`src/rtl/seq_pkg.sv`:
```
package seq_pkg;
   typedef enum logic [2:0] {
      OP_STEP = 3'd0,
      OP_JMP  = 3'd1,
      OP_JFLG = 3'd2,
      OP_LDT  = 3'd3,
      OP_WAIT = 3'd4,
      OP_ADDI = 3'd5,
      OP_CMPB = 3'd6,
      OP_RETI = 3'd7
   } op_e;
   localparam int OP_W = 3;
endpackage

```
`src/rtl/seq_tmo.sv`:
```
module seq_tmo #(
   parameter int CNT_W = 16
) (
   input  logic             clk,
   input  logic             rst_n,
   input  logic             tick,
   input  logic             load,
   input  logic [CNT_W-1:0] load_val,
   output logic             zero
);
   logic [CNT_W-1:0] cnt;

   always_ff @(posedge clk or negedge rst_n) begin
      if (!rst_n)                   cnt <= '0;
      else if (load)                cnt <= load_val;
      else if (tick && cnt != '0)   cnt <= cnt - 1'b1;
   end

   assign zero = (cnt == '0);
endmodule

```
`src/rtl/seq_acc.sv`:
```
module seq_acc #(
   parameter int ACC_W = 16,
   parameter int IMM_W = 16,
   parameter bit SAT   = 1'b0
) (
   input  logic             clk,
   input  logic             rst_n,
   input  logic             add_en,
   input  logic [IMM_W-1:0] imm,
   output logic             eq
);
   logic [ACC_W-1:0] acc;
   logic [ACC_W-1:0] sum;
   logic [ACC_W:0]   wide;

   assign wide = {1'b0, acc} + {1'b0, ACC_W'(imm)};

   generate
      if (SAT) begin : g_sat
         assign sum = wide[ACC_W] ? '1 : wide[ACC_W-1:0];
      end else begin : g_wrap
         assign sum = wide[ACC_W-1:0];
      end
   endgenerate

   always_ff @(posedge clk or negedge rst_n) begin
      if (!rst_n)      acc <= '0;
      else if (add_en) acc <= sum;
   end

   assign eq = (acc == ACC_W'(imm));
endmodule

```
`src/rtl/seq_irq.sv`:
```
module seq_irq #(
   parameter int ADDR_W = 5,
   parameter int IRQ_N  = 4
) (
   input  logic              clk,
   input  logic              rst_n,
   input  logic              ce,
   input  logic [IRQ_N-1:0]  irq,
   input  logic [ADDR_W-1:0] cur_pc,
   input  logic              ret_exec,
   output logic              take,
   output logic              in_isr,
   output logic [ADDR_W-1:0] ret_addr
);
   logic pend;
   logic req_any;

   assign req_any = pend | (|irq);
   assign take    = ce & ~in_isr & req_any;

   always_ff @(posedge clk or negedge rst_n) begin
      if (!rst_n) begin
         pend     <= 1'b0;
         in_isr   <= 1'b0;
         ret_addr <= '0;
      end else begin
         pend <= take ? 1'b0 : req_any;
         if (take) begin
            in_isr   <= 1'b1;
            ret_addr <= cur_pc;
         end else if (ret_exec && in_isr) begin
            in_isr <= 1'b0;
         end
      end
   end
endmodule

```
`src/rtl/ctl_seq.sv`:
```
module ctl_seq
   import seq_pkg::*;
#(
   parameter int ADDR_W = 5,
   parameter int WORD_W = 64,
   parameter int CTRL_W = 36,
   parameter int IMM_W  = 16,
   parameter int COND_W = 4,
   parameter int IRQ_N  = 4,
   parameter int ACC_W  = 16,
   parameter bit ACC_SAT = 1'b0,
   parameter logic [WORD_W-1:0] PROG [2**ADDR_W] = '{default: '0}
) (
   input  logic                 clk,
   input  logic                 rst_n,
   input  logic                 ce,
   input  logic [2**COND_W-1:0] flags,
   input  logic [IRQ_N-1:0]     irq,
   output logic [CTRL_W-1:0]    ctrl,
   output logic [ADDR_W-1:0]    pc,
   output logic                 isr_active,
   output logic                 tmo_done
);
   localparam int DEPTH  = 2**ADDR_W;
   localparam int OP_LO  = WORD_W - OP_W;
   localparam int TGT_LO = OP_LO - ADDR_W;
   localparam int CND_LO = TGT_LO - COND_W;
   localparam int IMM_LO = CND_LO - IMM_W;
   localparam logic [ADDR_W-1:0] ISR_ADDR = ADDR_W'(DEPTH - 1);

   generate
      if (IMM_LO != CTRL_W) begin : g_bad_layout
         $error("word fields do not fill WORD_W");
      end
      if (ACC_W < IMM_W) begin : g_bad_acc
         $error("ACC_W must be at least IMM_W");
      end
      if (ADDR_W < 1 || COND_W < 1) begin : g_bad_addr
         $error("ADDR_W and COND_W must be positive");
      end
   endgenerate

   logic [WORD_W-1:0] word;
   op_e               op;
   logic [ADDR_W-1:0] tgt;
   logic [COND_W-1:0] cnd;
   logic [IMM_W-1:0]  imm;
   logic [CTRL_W-1:0] ctl_f;
   logic              take;
   logic              exec;
   logic              acc_eq;
   logic [ADDR_W-1:0] ret_addr;
   logic [ADDR_W-1:0] pc_seq;
   logic [ADDR_W-1:0] pc_nx;

   assign word  = PROG[pc];
   assign op    = op_e'(word[WORD_W-1 -: OP_W]);
   assign tgt   = word[OP_LO-1 -: ADDR_W];
   assign cnd   = word[TGT_LO-1 -: COND_W];
   assign imm   = word[CND_LO-1 -: IMM_W];
   assign ctl_f = word[CTRL_W-1:0];

   assign exec   = ce & ~take;
   assign pc_seq = pc + 1'b1;

   seq_irq #(.ADDR_W(ADDR_W), .IRQ_N(IRQ_N)) u_irq (
      .clk      (clk),
      .rst_n    (rst_n),
      .ce       (ce),
      .irq      (irq),
      .cur_pc   (pc),
      .ret_exec (exec && op == OP_RETI),
      .take     (take),
      .in_isr   (isr_active),
      .ret_addr (ret_addr)
   );

   seq_tmo #(.CNT_W(IMM_W)) u_tmo (
      .clk      (clk),
      .rst_n    (rst_n),
      .tick     (ce),
      .load     (exec && op == OP_LDT),
      .load_val (imm),
      .zero     (tmo_done)
   );

   seq_acc #(.ACC_W(ACC_W), .IMM_W(IMM_W), .SAT(ACC_SAT)) u_acc (
      .clk    (clk),
      .rst_n  (rst_n),
      .add_en (exec && op == OP_ADDI),
      .imm    (imm),
      .eq     (acc_eq)
   );

   always_comb begin
      pc_nx = pc_seq;
      unique case (op)
         OP_STEP, OP_LDT, OP_ADDI: pc_nx = pc_seq;
         OP_JMP:  pc_nx = tgt;
         OP_JFLG: pc_nx = flags[cnd] ? tgt : pc_seq;
         OP_WAIT: pc_nx = tmo_done ? pc_seq : pc;
         OP_CMPB: pc_nx = acc_eq ? tgt : pc_seq;
         OP_RETI: pc_nx = isr_active ? ret_addr : pc_seq;
         default: pc_nx = pc_seq;
      endcase
   end

   always_ff @(posedge clk or negedge rst_n) begin
      if (!rst_n) begin
         pc   <= '0;
         ctrl <= '0;
      end else if (take) begin
         pc <= ISR_ADDR;
      end else if (exec) begin
         pc   <= pc_nx;
         ctrl <= ctl_f;
      end
   end
endmodule

```
`config.mk`:
```
export PLATFORM = sky130hd
export DESIGN_NAME = ctl_seq
export DESIGN_NICKNAME = d
export VERILOG_FILES = /design/src/rtl/seq_pkg.sv /design/src/rtl/seq_tmo.sv /design/src/rtl/seq_acc.sv /design/src/rtl/seq_irq.sv /design/src/rtl/ctl_seq.sv
export SDC_FILE = /design/constraint.sdc
export NUM_CORES = 1
export LEC_CHECK = 0
export BUFFER_PORTS_ARGS = -buffer_cell sky130_fd_sc_hd__buf_2
export CAP_MARGIN = 15
export CORE_ASPECT_RATIO = 0.5
export CORE_UTILIZATION = 50
export CTS_BUF_LIST = sky130_fd_sc_hd__clkbuf_2 sky130_fd_sc_hd__clkbuf_4 sky130_fd_sc_hd__clkbuf_8
export DETAILED_ROUTE_END_ITERATION = 12
export HOLD_SLACK_MARGIN = 0.08
export PLACE_DENSITY = 0.85
export SLEW_MARGIN = 20
export SYNTH_ARGS = -nofsm -noshare
export SYNTH_HDL_FRONTEND = slang
export SYNTH_SLANG_ARGS = --single-unit
```
`constraint.sdc`:
```
create_clock -name clk -period 2.5 [get_ports clk]
set_input_delay 0.125 -clock clk [delete_from_list [all_inputs] [get_ports clk]]
set_output_delay 0.125 -clock clk [all_outputs]
set_load 0.05 [all_outputs]
```
---- Word-level counts from Yosys, hierarchy flattened ----
Memory sizes are Yosys's and may differ from the RTL's.
Cells that the tools add are included.
storage, ports and cells
  output and inout port bits .............. 43
  bits of input ports ..................... 23
  memories kept ........................... 1
  memory bits (read-only) ................. 2,048
  register bits ........................... 80
memory list
  name              depth  bits a word  read ports  clocked after Yosys merged registers in  write ports  line           RTL
  (name not given)  32     64           1           0                                        0            ctl_seq.sv:56  assign word = PROG[pc];
operators by class
  reductions and logical operators ........ 15
  $add $sub $neg .......................... 3
  multiplexer cells ....................... 16
  bitwise operators ....................... 7
  magnitude comparators ................... 2
  equal/unequal tests ..................... 9
operators with widths
  operator                                                    number
  2-to-1 mux 64 bit                                           2
  2-to-1 mux 16 bit                                           2
  2-to-1 mux 5 bit                                            6
  one-hot mux 5 bit (6 select lines)                          1
  adder 16 bit                                                1
  == test 16 bit                                              1
  zero test 16 bit                                            1
  nonzero test 16 bit                                         1
  subtractor 16 x 1 -> 16 bit, second input constant          1
  == test 3 bit, second input constant                        4
  == test 3 x 2 -> 1 bit, second input constant               2
  greater-or-equal comparator 6 bit, second input constant    1
  NOT 5 -> 6 bit                                              1
  nonzero test 2 bit                                          3
  adder 5 x 1 -> 5 bit, second input constant                 1
  logical AND 1 bit                                           5
  less-than comparator 4 x 5 -> 1 bit, second input constant  1
  binary-select mux 1 bit (select 4 bit)                      1
  2-to-1 mux 1 bit                                            4
  AND reduction 2 bit                                         2
  OR reduction 4 bit                                          1
  AND 1 bit                                                   3
  == test 3 x 1 -> 1 bit, second input constant               1
  zero test 3 bit                                             1
  4 further kinds                                             5

---- Longest topological paths before layout ----
Gate-level depths: netlist of the first run.
  word-level depth ........................ 10
  gate-level depth with buffers ........... 7
  mapped depth without buffers ............ 6

---- Cells and area by module ----
A second synthesis of the first run with hierarchy kept.
unflattened totals
  cells, all modules ...................... 202
  area, all modules ....................... 1,886.8 µm²
by module, submodules not included
  module   cells each  seq. area each (µm²)  instances  area an instance (µm²)
  seq_tmo  124         400.4                 1          1,063.5
  ctl_seq  58          125.1                 1          514.2
  seq_irq  20          175.2                 1          309.0

---- Least setup slack after synthesis of the first run ----
OpenSTA, ideal clock, no wires.
  path kind ............................... reg-to-reg
  from .................................... register u_tmo.cnt[6]
  to ...................................... register u_tmo.cnt[1]
  path buffers ............................ 1
  data required time ...................... 2.421 ns
  period minus slack after synthesis ...... 1.666 ns
  cell stages (with the launch flop) ...... 6
  setup slack ............................. 0.834 ns
  arrival ................................. 1.587 ns
  path through ............................ dfrtp_1 > nor4_4 > and4_1 > buf_4 > nand2b_4 > mux2i_1
between the ends
  longest elaborated chain between the ends .. 3
RTL lines
  element                              line           RTL
  start: declaration                   seq_tmo.sv:11  logic [CNT_W-1:0] cnt;
  start signal: assignment             seq_tmo.sv:15  else if (load) cnt <= load_val;
  start signal: assignment             seq_tmo.sv:16  else if (tick && cnt != '0) cnt <= cnt - 1'b1;
  nonzero test 16 bit                  seq_tmo.sv:16
  logical AND 1 bit                    seq_tmo.sv:16
  nonzero test 2 bit (no source line)  --
No other way between the ends.
A chain may end at the register's enable or synchronous reset.

---- Worst setup path after layout of the first run ----
  from .................................... register u_tmo.cnt[6]
  to ...................................... output tmo_done
between the ends
  longest elaborated chain between the ends .. 1
RTL lines
  element           line           RTL
  zero test 16 bit  seq_tmo.sv:19  assign zero = (cnt == '0);
  end: declaration  ctl_seq.sv:22  output logic tmo_done
No other way between the ends.

==> impl_metrics.env, run 1 <==
export IMPL_dieWidth_um=76.54
export IMPL_core_area_um2=2619
export IMPL_wl_per_cell_um=10.53
export IMPL_synth_seq_area_share_pct=41.44
export IMPL_final_antenna_net_count=0
export IMPL_worst_slew_pin_transition_ns=0.5428
export IMPL_power_switching_w=0.0008067
export IMPL_grt_pass1_wl_um=3422
export IMPL_synthAdderAreaFrac_pct=1.802
export IMPL_post_synth_top_count_cell="buf_4"
export IMPL_clk_latency_ns=0.27
export IMPL_critical_path_class="register to output pin"
export IMPL_crit_arrival_ns=1.86
export IMPL_async_reset_ff_share_pct=100.0
export IMPL_p_leak_nw=0.6722
export IMPL_dp_hpwl_um=1525
export IMPL_design_die_area_um2=3005
export IMPL_synthDistinctLibCells=32
export IMPL_final_max_slew_violation_count=0
export IMPL_timing_fmax_ghz=0.5043
export IMPL_synth_compound_area_share_pct=3.514
export IMPL_portBuffers=13
export IMPL_cp_required_ns=2.38
export IMPL_p_sw_share_pct=47.54
export IMPL_layout_nets=179
export IMPL_initial_core_util_pct=53.03
export IMPL_synth_top_family_by_area="simple AND/OR/NAND/NOR gates"
export IMPL_drtPass1Iterations=4
export IMPL_final_cell_count_no_fill=190
export IMPL_setup_viol=0
export IMPL_tns_ns=0
export IMPL_synth_mux_area_share_pct=1.441
export IMPL_crit_fanout=7
export IMPL_fin_crit_sh_pct=79.33
export IMPL_synth_xor_area_share_pct=8.829
export IMPL_tritoncts="done"
export IMPL_vias=881
export IMPL_place_inst=185
export IMPL_final_area_um2=1405
export IMPL_via_per_inst=4.637
export IMPL_synthSimpleGateAreaFrac_pct=21.53
export IMPL_ys_seq_elements=23
export IMPL_crit_path_end_kind="output pin"
export IMPL_cts_num_sinks=23
export IMPL_start_kind="register"
export IMPL_antenna_found_initial=0
export IMPL_wl_um=2001
export IMPL_globalplace_congestion=0.7440
export IMPL_register_area_um2=575.6
export IMPL_grt_pass1_vias=837
export IMPL_synth_ff_type="dfrtp_1"
export IMPL_outcome="finished, final reports clean"
export IMPL_ys_warn_count=0
export IMPL_die_h_um=39.27
export IMPL_peakVddDrop_uv=506.3
export IMPL_drc_errors=0
export IMPL_rsz0062_at_grt="false"
export IMPL_drive_gt1_share_pct=13.73
export IMPL_hold_ws_ns=0.1250
export IMPL_clkPwrFrac_pct=13.7
export IMPL_clock_skew_ns=0.003020
export IMPL_clk_pin_slew_ns=0.08
export IMPL_placementRows=13
export IMPL_ios=66
export IMPL_syn_avg_cell_area_um2=10.06
export IMPL_power_density_nw_per_um2=1208
export IMPL_netlist_top_cell_by_area="dfrtp_1"
export IMPL_hold_class="input pin to register"
export IMPL_post_route_util_pct=53.65
export IMPL_synthesis_area_um2=1389
export IMPL_power_frac_comb_pct=43.6
export IMPL_ctsResizeCount=0
export IMPL_relSlewSlack_pct=63.54
export IMPL_cap_violations=0
export IMPL_root_buffer="clkbuf_8"
export IMPL_multi_input_area_um2=650.6
export IMPL_fillers=224
export IMPL_htree_levels=1
export IMPL_clock_path_buffers=2
export IMPL_syn_inst=138
export IMPL_drtIter0Drc=41
export IMPL_synth_area_leaders="dfrtp_1 (41%), buf_4 (20%), xnor2_1 (6.3%)"
export IMPL_synth_edff_count=0
export IMPL_fin_crit_ns=1.983
export IMPL_gr_usage_all_layers_pct=14.90
export IMPL_grt_overflow_total=0
export IMPL_synth_top_area_share_pct=41.44
export IMPL_finalHoldViolCount=0
export IMPL_intPower_w=0.0008900
export IMPL_dpl_cell_area_um2=1349
export IMPL_p_seq_share_pct=42.7
export IMPL_synth_top_cells_by_count="buf_4 (37), dfrtp_1 (23), nand2_1 (14)"
export IMPL_grt_max_degree=24
export IMPL_syn2layout_area_growth_pct=1.171
export IMPL_cts_buffers=3
export IMPL_diodes=0
[timing repair]
item | in CTS | in global routing
hold buffers | 1 | 0
buffers inserted | 0 | 0
endpoints found under the hold margin | 23 | 0
endpoints found under the setup margin | 0 | 0
[per-stage QoR]
stage	power, W	worst slack (ns)
after floorplan	0.001358	0.8340
after global placement	0.001430	0.7833
after detailed placement	0.001469	0.7457
after CTS	0.001707	0.5216
after global routing	0.001821	0.3777
final	0.001697	0.5169
[kinds of logic (layout without fill, tap and decap cells)]
kind of cell | count (synthesis) | count (layout)
and+or+nand+nor | 48 | 48
adders and majority gates | 2 | 2
muxes | 2 | 2
buffers and inverters | 41 | 21
DFF | 23 | 23
other | 1 | 36
AOI/OAI and AO/OA | 7 | 7
xor gates and xnor gates | 14 | 14
[critical path, stage by stage (launching register included)]
cell     delay (ns)
dfrtp_1        0.47
nor4_4         0.46
and4_1         0.37
buf_2          0.30
[registers in the layout, summed over array words and instances, names as in the netlist]
register,cells
pc,5
u_irq.in_isr,1
u_irq.pend,1
u_tmo.cnt,16
[layout make-up]
class | count | area share, %
sequential | 23 | 40.96
multi-input combinational | 109 | 46.30
inverter | 3 | 0.8014
clock inverter | 1 | 0.3562
clock buffer | 3 | 2.939
tap | 37 | 3.295
timing repair buffer | 14 | 5.343
[final timing paths]
check | startpoint | to | slack, ns | cells past startpoint
worst max-delay path | u_tmo.cnt[6] | tmo_done | 0.52 | 3
worst min-delay path | irq[2] | u_irq.pend | 0.12 | 3
worst max register to register | u_tmo.cnt[0] | u_tmo.cnt[12] | 0.72 | 6
worst min register to register | u_tmo.cnt[0] | u_tmo.cnt[0] | 0.50 | 1
max in group asynchronous | rst_n | u_tmo.cnt[0] | 1.82 | 2
min in group asynchronous | rst_n | pc[0] | 0.35 | 2
[metal layers]
metal	global-route usage (%)	part of all wire (%)	up-vias	wire, um
li1	-	-	422	-
met5	0	0	-	0
met4	3.846	0	0	0
met2	30.41	49	44	985
met3	3.256	5.5	0	111
met1	16.59	45	415	904
[cells in the final DEF, fill, tap and decap left out, types with 2 or more instances in the layout]
cell type	n
a21o_1	3
and4_1	2
buf_2	13
clkbuf_8	3
conb_1	36
dfrtp_1	23
ha_1	2
inv_1	3
mux2i_1	2
nand2_1	14
nand3_1	4
nand4_1	4
nand4b_1	2
nor2_1	3
nor2b_1	2
nor3_1	7
xnor2_1	10
xor2_1	4
[power groups by stage]
stage	Sequential, W	Clock [W]	Combinational, W
after floorplan	0.000839	0	0.000519
after global placement	0.000715	0	0.000715
after detailed placement	0.000729	0	0.000740
after CTS	0.000723	0.000240	0.000744
after global routing	0.000751	0.000252	0.000819
final	0.000725	0.000232	0.000739
Note: power is estimated with default switching activity, not from simulation.
==> run 2, diff against run 1 <==
--- a/config.mk
+++ b/config.mk
@@ -5,6 +5,7 @@
 export SDC_FILE = /design/constraint.sdc
 export NUM_CORES = 1
 export LEC_CHECK = 0
+export ABC_AREA = 1
 export BUFFER_PORTS_ARGS = -buffer_cell sky130_fd_sc_hd__buf_2
 export CAP_MARGIN = 15
 export CORE_ASPECT_RATIO = 0.5
@@ -12,7 +13,7 @@
 export CTS_BUF_LIST = sky130_fd_sc_hd__clkbuf_2 sky130_fd_sc_hd__clkbuf_4 sky130_fd_sc_hd__clkbuf_8
 export DETAILED_ROUTE_END_ITERATION = 12
 export HOLD_SLACK_MARGIN = 0.08
-export PLACE_DENSITY = 0.85
+export PLACE_DENSITY = 0.82
 export SLEW_MARGIN = 20
 export SYNTH_ARGS = -nofsm -noshare
 export SYNTH_HDL_FRONTEND = slang
==> constraint.sdc (replaced) <==
create_clock -name clk -period 2 [get_ports clk]
set_input_delay 0.1 -clock clk [delete_from_list [all_inputs] [get_ports clk]]
set_output_delay 0.1 -clock clk [all_outputs]
set_load 0.05 [all_outputs]
==> run 2 against run 1 <==
Against the previous run: first-iteration DRC count up 20%; synthesized area up 20%; total power down 24%; core utilization up 0.89 points; clock-buffer cell count unchanged; global-route usage up 1.2 points; non-clock buffer count unchanged; combinational power down 42%; die area up 19%; critical path depth up 2; critical path type unchanged; largest cell class unchanged; highest routed layer is now met4.
==> impl_metrics.env, run 2 <==
export IMPL_power_density_nw_per_um2=762.8
export IMPL_root_buffer="clkbuf_8"
export IMPL_timing_fmax_ghz=0.5476
export IMPL_ys_seq_elements=23
export IMPL_synthDistinctLibCells=24
export IMPL_portBuffers=13
export IMPL_grt_pass1_wl_um=4512
export IMPL_placementRows=14
export IMPL_place_inst=276
export IMPL_drive_gt1_share_pct=12.45
export IMPL_synthesis_area_um2=1668
export IMPL_synth_top_cells_by_count="nand2_1 (83), buf_4 (36), dfrtp_1 (23)"
export IMPL_synth_seq_area_share_pct=34.51
export IMPL_synth_ff_type="dfrtp_1"
export IMPL_synth_top_area_share_pct=34.51
export IMPL_syn_avg_cell_area_um2=7.347
export IMPL_vias=1296
export IMPL_clk_pin_slew_ns=0.08
export IMPL_fin_crit_sh_pct=91.31
export IMPL_ys_warn_count=0
export IMPL_ios=66
export IMPL_rsz0062_at_grt="false"
export IMPL_post_synth_top_count_cell="nand2_1"
export IMPL_crit_arrival_ns=1.73
export IMPL_hold_class="input pin to register"
export IMPL_critical_path_class="register to output pin"
export IMPL_dp_hpwl_um=2009
export IMPL_tns_ns=0
export IMPL_p_leak_nw=0.9880
export IMPL_wl_per_cell_um=9.548
export IMPL_grt_pass1_vias=1040
export IMPL_globalplace_congestion=0.8417
export IMPL_synth_xor_area_share_pct=4.201
export IMPL_relSlewSlack_pct=66.44
export IMPL_fin_crit_ns=1.826
export IMPL_outcome="finished, final reports clean"
export IMPL_cp_required_ns=1.90
export IMPL_grt_overflow_total=0
export IMPL_core_area_um2=3083
export IMPL_design_die_area_um2=3585
export IMPL_dieWidth_um=83.68
export IMPL_largest_register="u_tmo.cnt"
export IMPL_setup_viol=0
export IMPL_fillers=286
export IMPL_drtIter0Drc=49
export IMPL_final_cell_count_no_fill=281
export IMPL_synth_top_family_by_area="simple AND/OR/NAND/NOR gates"
export IMPL_synthAdderAreaFrac_pct=1.500
export IMPL_largest_reg_flops=16
export IMPL_async_reset_ff_share_pct=100.0
export IMPL_antenna_found_initial=0
export IMPL_grt_max_degree=24
export IMPL_synth_area_leaders="dfrtp_1 (35%), nand2_1 (19%), buf_4 (16%)"
export IMPL_synth_mux_area_share_pct=0
export IMPL_synth_edff_count=0
export IMPL_crit_path_end_kind="output pin"
export IMPL_clk_latency_ns=0.27
export IMPL_ctsResizeCount=0
export IMPL_cts_num_sinks=23
export IMPL_tritoncts="done"
export IMPL_final_max_slew_violation_count=0
export IMPL_via_per_inst=4.612
export IMPL_final_common_cell="nand2_1"
export IMPL_wl_um=2683
export IMPL_crit_fanout=6
export IMPL_layout_nets=267
export IMPL_final_cell_mix="nand2_1 (83), conb_1 (36), dfrtp_1 (23)"
export IMPL_gr_usage_all_layers_pct=16.10
export IMPL_diodes=0
export IMPL_drc_errors=0
export IMPL_clock_path_buffers=2
export IMPL_netlist_top_cell_by_area="dfrtp_1"
export IMPL_worst_slew_pin_transition_ns=0.5034
export IMPL_die_h_um=42.84
export IMPL_cts_buffers=3
export IMPL_finalHoldViolCount=0
export IMPL_clock_skew_ns=0.002238
export IMPL_reg_top3="u_tmo.cnt: 16 flops, pc: 5 flops"
export IMPL_peakVddDrop_uv=725.6
export IMPL_syn_inst=227
export IMPL_synthSimpleGateAreaFrac_pct=35.71
export IMPL_final_antenna_net_count=0
export IMPL_synth_compound_area_share_pct=1.800
export IMPL_cap_violations=0
export IMPL_syn2layout_area_growth_pct=0.8250
export IMPL_start_kind="register"
export IMPL_htree_levels=1
export IMPL_initial_core_util_pct=54.10
export IMPL_drtPass1Iterations=5
run 2: cell count changes after synthesis, moves of 3 or more:
cell / change
inv_1: +14
xnor2_1: -6
o21ai_0: +5
a21o_1: -3
nand2_1: +69
nor3_1: -6
nor2_4: +3
nor2_1: +17
nand3_1: +6
run 2: final cells by class:
cell class	count	area (um^2)	area share, %
flip-flops and latches	23	575.6	34.23
clock inverters	1	7.507	0.4464
inverters	18	70.07	4.167
clock buffers	3	41.29	2.455
well taps	40	50.05	2.976
multi-input cells	182	862.1	51.26
repair buffers	14	75.07	4.464
run 2: kinds of logic (layout without fill, tap and decap cells):
kind of cell,after synthesis,count (layout)
AND/OR/NAND/NOR,130,130
buffers and inverters,57,36
other,1,36
XOR/XNOR,8,8
AO/OA/AOI/OAI,6,6
adder cells (fa/ha/maj),2,2
flip-flops,23,23
run 2: power by group:
group / switching [W] / internal, W
registers: 0.0000423 / 0.000507
clock network: 0.000164 / 0.000141
logic: 0.000360 / 0.0000687
run 2: stage by stage:
step	util, %	total power (W)	cell area (um^2)	setup WS [ns]	hold WS (ns)
2_1_floorplan	-	0.0009642	1805	0.1184	-0.1956
3_3_place_gp	52.64	0.0009756	1623	0.4601	0.1068
3_5_place_dp	52.64	0.0009859	1623	0.4390	0.1076
4_1_cts	54.55	0.001288	1682	0.1614	0.1675
5_1_grt	54.55	0.001335	1682	0.07415	0.2064
6_report	54.55	0.001283	1682	0.1737	0.1651
run 2: repair_timing:
action / in CTS / in global routing
hold buffers: 1 / 0
setup buffers: 0 / 0
endpoints found under the hold margin: 23 / 0
run 2: worst max-delay path: stages (launching register included):
cell     delay [ns]
dfrtp_1        0.40
inv_1          0.09
ha_1           0.22
nand2_2        0.15
nor4_2         0.29
buf_2          0.30
run 2: path summary, 6_finish.rpt:
| kind | from | endpoint | slack, ns | cells after the start |
|---|---|---|---|---|
| min in group asynchronous | rst_n | u_tmo.cnt[12] | 0.32 | 2 |
| max in group asynchronous | rst_n | u_tmo.cnt[0] | 1.34 | 2 |
| hold reg to reg | u_tmo.cnt[0] | u_tmo.cnt[0] | 0.52 | 2 |
| hold / removal | irq[0] | u_irq.pend | 0.17 | 5 |
| setup reg to reg | u_tmo.cnt[0] | u_tmo.cnt[12] | 0.44 | 9 |
| setup / recovery | u_tmo.cnt[0] | tmo_done | 0.17 | 5 |
run 2: per-layer routing:
layer | share of wire (%) | vias up | global-route usage (%) | routed length [um]
li1 | - | 647 | - | -
met1 | 46 | 590 | 19.90 | 1221
met2 | 47 | 55 | 27.64 | 1256
met3 | 6.5 | 4 | 4.669 | 175
met4 | 1.1 | 0 | 5.085 | 29
met5 | 0 | - | 0 | 0
==> run 3, diff against run 2 <==
--- a/config.mk
+++ b/config.mk
@@ -6,14 +6,13 @@
 export NUM_CORES = 1
 export LEC_CHECK = 0
 export ABC_AREA = 1
-export BUFFER_PORTS_ARGS = -buffer_cell sky130_fd_sc_hd__buf_2
 export CAP_MARGIN = 15
 export CORE_ASPECT_RATIO = 0.5
 export CORE_UTILIZATION = 50
 export CTS_BUF_LIST = sky130_fd_sc_hd__clkbuf_2 sky130_fd_sc_hd__clkbuf_4 sky130_fd_sc_hd__clkbuf_8
 export DETAILED_ROUTE_END_ITERATION = 12
+export DONT_BUFFER_PORTS = 1
 export HOLD_SLACK_MARGIN = 0.08
-export PLACE_DENSITY = 0.82
 export SLEW_MARGIN = 20
 export SYNTH_ARGS = -nofsm -noshare
 export SYNTH_HDL_FRONTEND = slang
==> constraint.sdc (replaced) <==
create_clock -name clk -period 2 [get_ports clk]
set_input_delay 0.2 -clock clk [delete_from_list [all_inputs] [get_ports clk]]
set_output_delay 0.2 -clock clk [all_outputs]
set_load 0.05 [all_outputs]
==> run 3 against run 2 <==
Against the previous run: global-route usage is 0.37 points higher; via count is 4.0% lower; hold slack worse by 0.058 ns; sequential power is 22% higher; clock-buffer cell count stayed put; register-to-register slack hardly changed; die area stayed put; total power is 2.9% lower; sequential share of layout area is 0.73 points higher; combinational power is 36% lower; critical path depth stayed put; sequential cell count stayed put.
==> impl_metrics.env, run 3 (synthesis results as in run 2) <==
export IMPL_design_die_area_um2=3585
export IMPL_crit_arrival_ns=1.66
export IMPL_worst_slew_pin_transition_ns=0.5670
export IMPL_final_common_cell="nand2_1"
export IMPL_placementRows=14
export IMPL_relSlewSlack_pct=62.20
export IMPL_antenna_found_initial=0
export IMPL_clk_pin_slew_ns=0.08
export IMPL_grt_pass1_wl_um=4533
export IMPL_timing_fmax_ghz=0.5365
export IMPL_clock_skew_ns=0.005806
export IMPL_p_sw_share_pct=44.28
export IMPL_final_antenna_net_count=0
export IMPL_cap_violations=0
export IMPL_via_per_inst=4.574
export IMPL_fin_crit_sh_pct=93.20
export IMPL_outcome="finished, final reports clean"
export IMPL_grt_overflow_total=0
export IMPL_critical_path_class="register to output pin"
export IMPL_initial_core_util_pct=54.10
export IMPL_crit_path_end_kind="output pin"
export IMPL_final_max_slew_violation_count=0
export IMPL_drtIter0Drc=57
export IMPL_p_leak_nw=0.9567
export IMPL_final_cell_mix="nand2_1 (83), conb_1 (36), dfrtp_1 (23)"
export IMPL_dp_hpwl_um=1997
export IMPL_tritoncts="done"
export IMPL_globalplace_congestion=0.7441
export IMPL_root_buffer="clkbuf_8"
export IMPL_min_from="ce"
export IMPL_min_path_cells=3
export IMPL_intPower_w=0.0006938
export IMPL_cp_required_ns=1.80
export IMPL_vias=1244
export IMPL_peakVddDrop_uv=631.5
export IMPL_finalHoldViolCount=0
export IMPL_htree_levels=1
export IMPL_drive_gt1_share_pct=8.621
export IMPL_core_area_um2=3083
export IMPL_power_switching_w=0.0005513
export IMPL_largest_register="u_tmo.cnt"
export IMPL_drtPass1Iterations=4
export IMPL_cts_setup_buffers=0
export IMPL_clk_latency_ns=0.27
export IMPL_ios=66
export IMPL_wl_um=2712
export IMPL_gr_usage_all_layers_pct=16.47
export IMPL_reg_top3="u_tmo.cnt: 16 flops, pc: 5 flops"
export IMPL_grt_pass1_vias=973
export IMPL_layout_nets=258
export IMPL_syn2layout_area_growth_pct=-1.275
export IMPL_start_kind="register"
export IMPL_fin_crit_ns=1.864
export IMPL_rsz0062_at_grt="false"
export IMPL_p_seq_share_pct=53.8
export IMPL_r2r_start="u_tmo.cnt[0]"
export IMPL_hold_ws_ns=0.1070
export IMPL_hold_end="u_tmo.cnt[10]"
export IMPL_clock_path_buffers=2
export IMPL_portBuffers=0
export IMPL_grt_max_degree=24
export IMPL_r2r_cells=9
export IMPL_drc_errors=0
export IMPL_diodes=0
export IMPL_clkPwrFrac_pct=24.3
export IMPL_hold_class="input pin to register"
export IMPL_dieWidth_um=83.68
export IMPL_setup_viol=0
export IMPL_cts_num_sinks=23
export IMPL_fillers=307
export IMPL_power_density_nw_per_um2=756.2
export IMPL_crit_fanout=6
export IMPL_regToRegSetupSlack_ns=0.44
export IMPL_wl_per_cell_um=9.971
export IMPL_tns_ns=0
export IMPL_power_frac_comb_pct=21.9
export IMPL_cts_buffers=3
export IMPL_die_h_um=42.84
export IMPL_rr_endpoint="u_tmo.cnt[14]"
export IMPL_largest_reg_flops=16
## run 3: what timing repair did
action                    4_1_cts  5_1_grt
hold buffers                    2        1
hold endpoints to repair       25       23
gates resized for setup         0        0
## run 3: worst max-delay path, cell delays in order, from the launching register on
cell and delay (ns):
dfrtp_1 0.40, inv_1 0.10, ha_1 0.22, nand2_2 0.15, nor4_2 0.29, buf_4 0.24
## run 3: worst max path at each step
| stage | startpoint | to | slack [ns] |
|---|---|---|---|
| after global placement | u_tmo.cnt[0] | tmo_done | 0.40 |
| after detailed placement | u_tmo.cnt[0] | tmo_done | 0.42 |
| after global routing | u_tmo.cnt[0] | tmo_done | 0.01 |
| after floorplan | u_tmo.cnt[0] | tmo_done | 0.02 |
| final | u_tmo.cnt[0] | tmo_done | 0.14 |
| after CTS | u_tmo.cnt[0] | tmo_done | 0.11 |
## run 3: power groups by stage
stage	logic (W)	registers, W	clock network (W)
3_3_place_gp	0.000258	0.000676	0
4_1_cts	0.000274	0.000669	0.000313
3_5_place_dp	0.000261	0.000678	0
6_report	0.000273	0.000670	0.000302
2_1_floorplan	0.000265	0.000699	0
5_1_grt	0.000301	0.000677	0.000335
## run 3: through the flow
| stage | worst slack [ns] | std cells | cell area (um^2) | power, W | util, % |
|---|---|---|---|---|---|
| after floorplan | 0.01836 | 262 | 1805 | 0.0009642 | - |
| after global placement | 0.3971 | 265 | 1573 | 0.0009338 | 51.01 |
| after detailed placement | 0.4177 | 265 | 1573 | 0.0009391 | 51.01 |
| after CTS | 0.1080 | 271 | 1642 | 0.001257 | 53.25 |
| after global routing | 0.01195 | 272 | 1647 | 0.001313 | 53.41 |
| final | 0.1361 | 272 | 1647 | 0.001245 | 53.41 |
## run 3: area by class of cell
class	instances	area [um^2]	share of cell area [%]
Clock buffer	3	41.29	2.508
Clock inverter	1	7.507	0.4559
Inverter	18	70.07	4.255
Multi-Input combinational cell	182	862.1	52.36
Sequential cell	23	575.6	34.95
Tap cell	40	50.05	3.040
Timing Repair Buffer	5	40.04	2.432
## run 3: layer usage
metal | vias up | routed length, um | GRT usage, %
met1 | 542 | 1363 | 21.91
met4 | 0 | 8 | 4.068
met2 | 68 | 1110 | 26.34
li1 | 632 | - | -
met5 | - | 0 | 0
met3 | 2 | 229 | 5.253
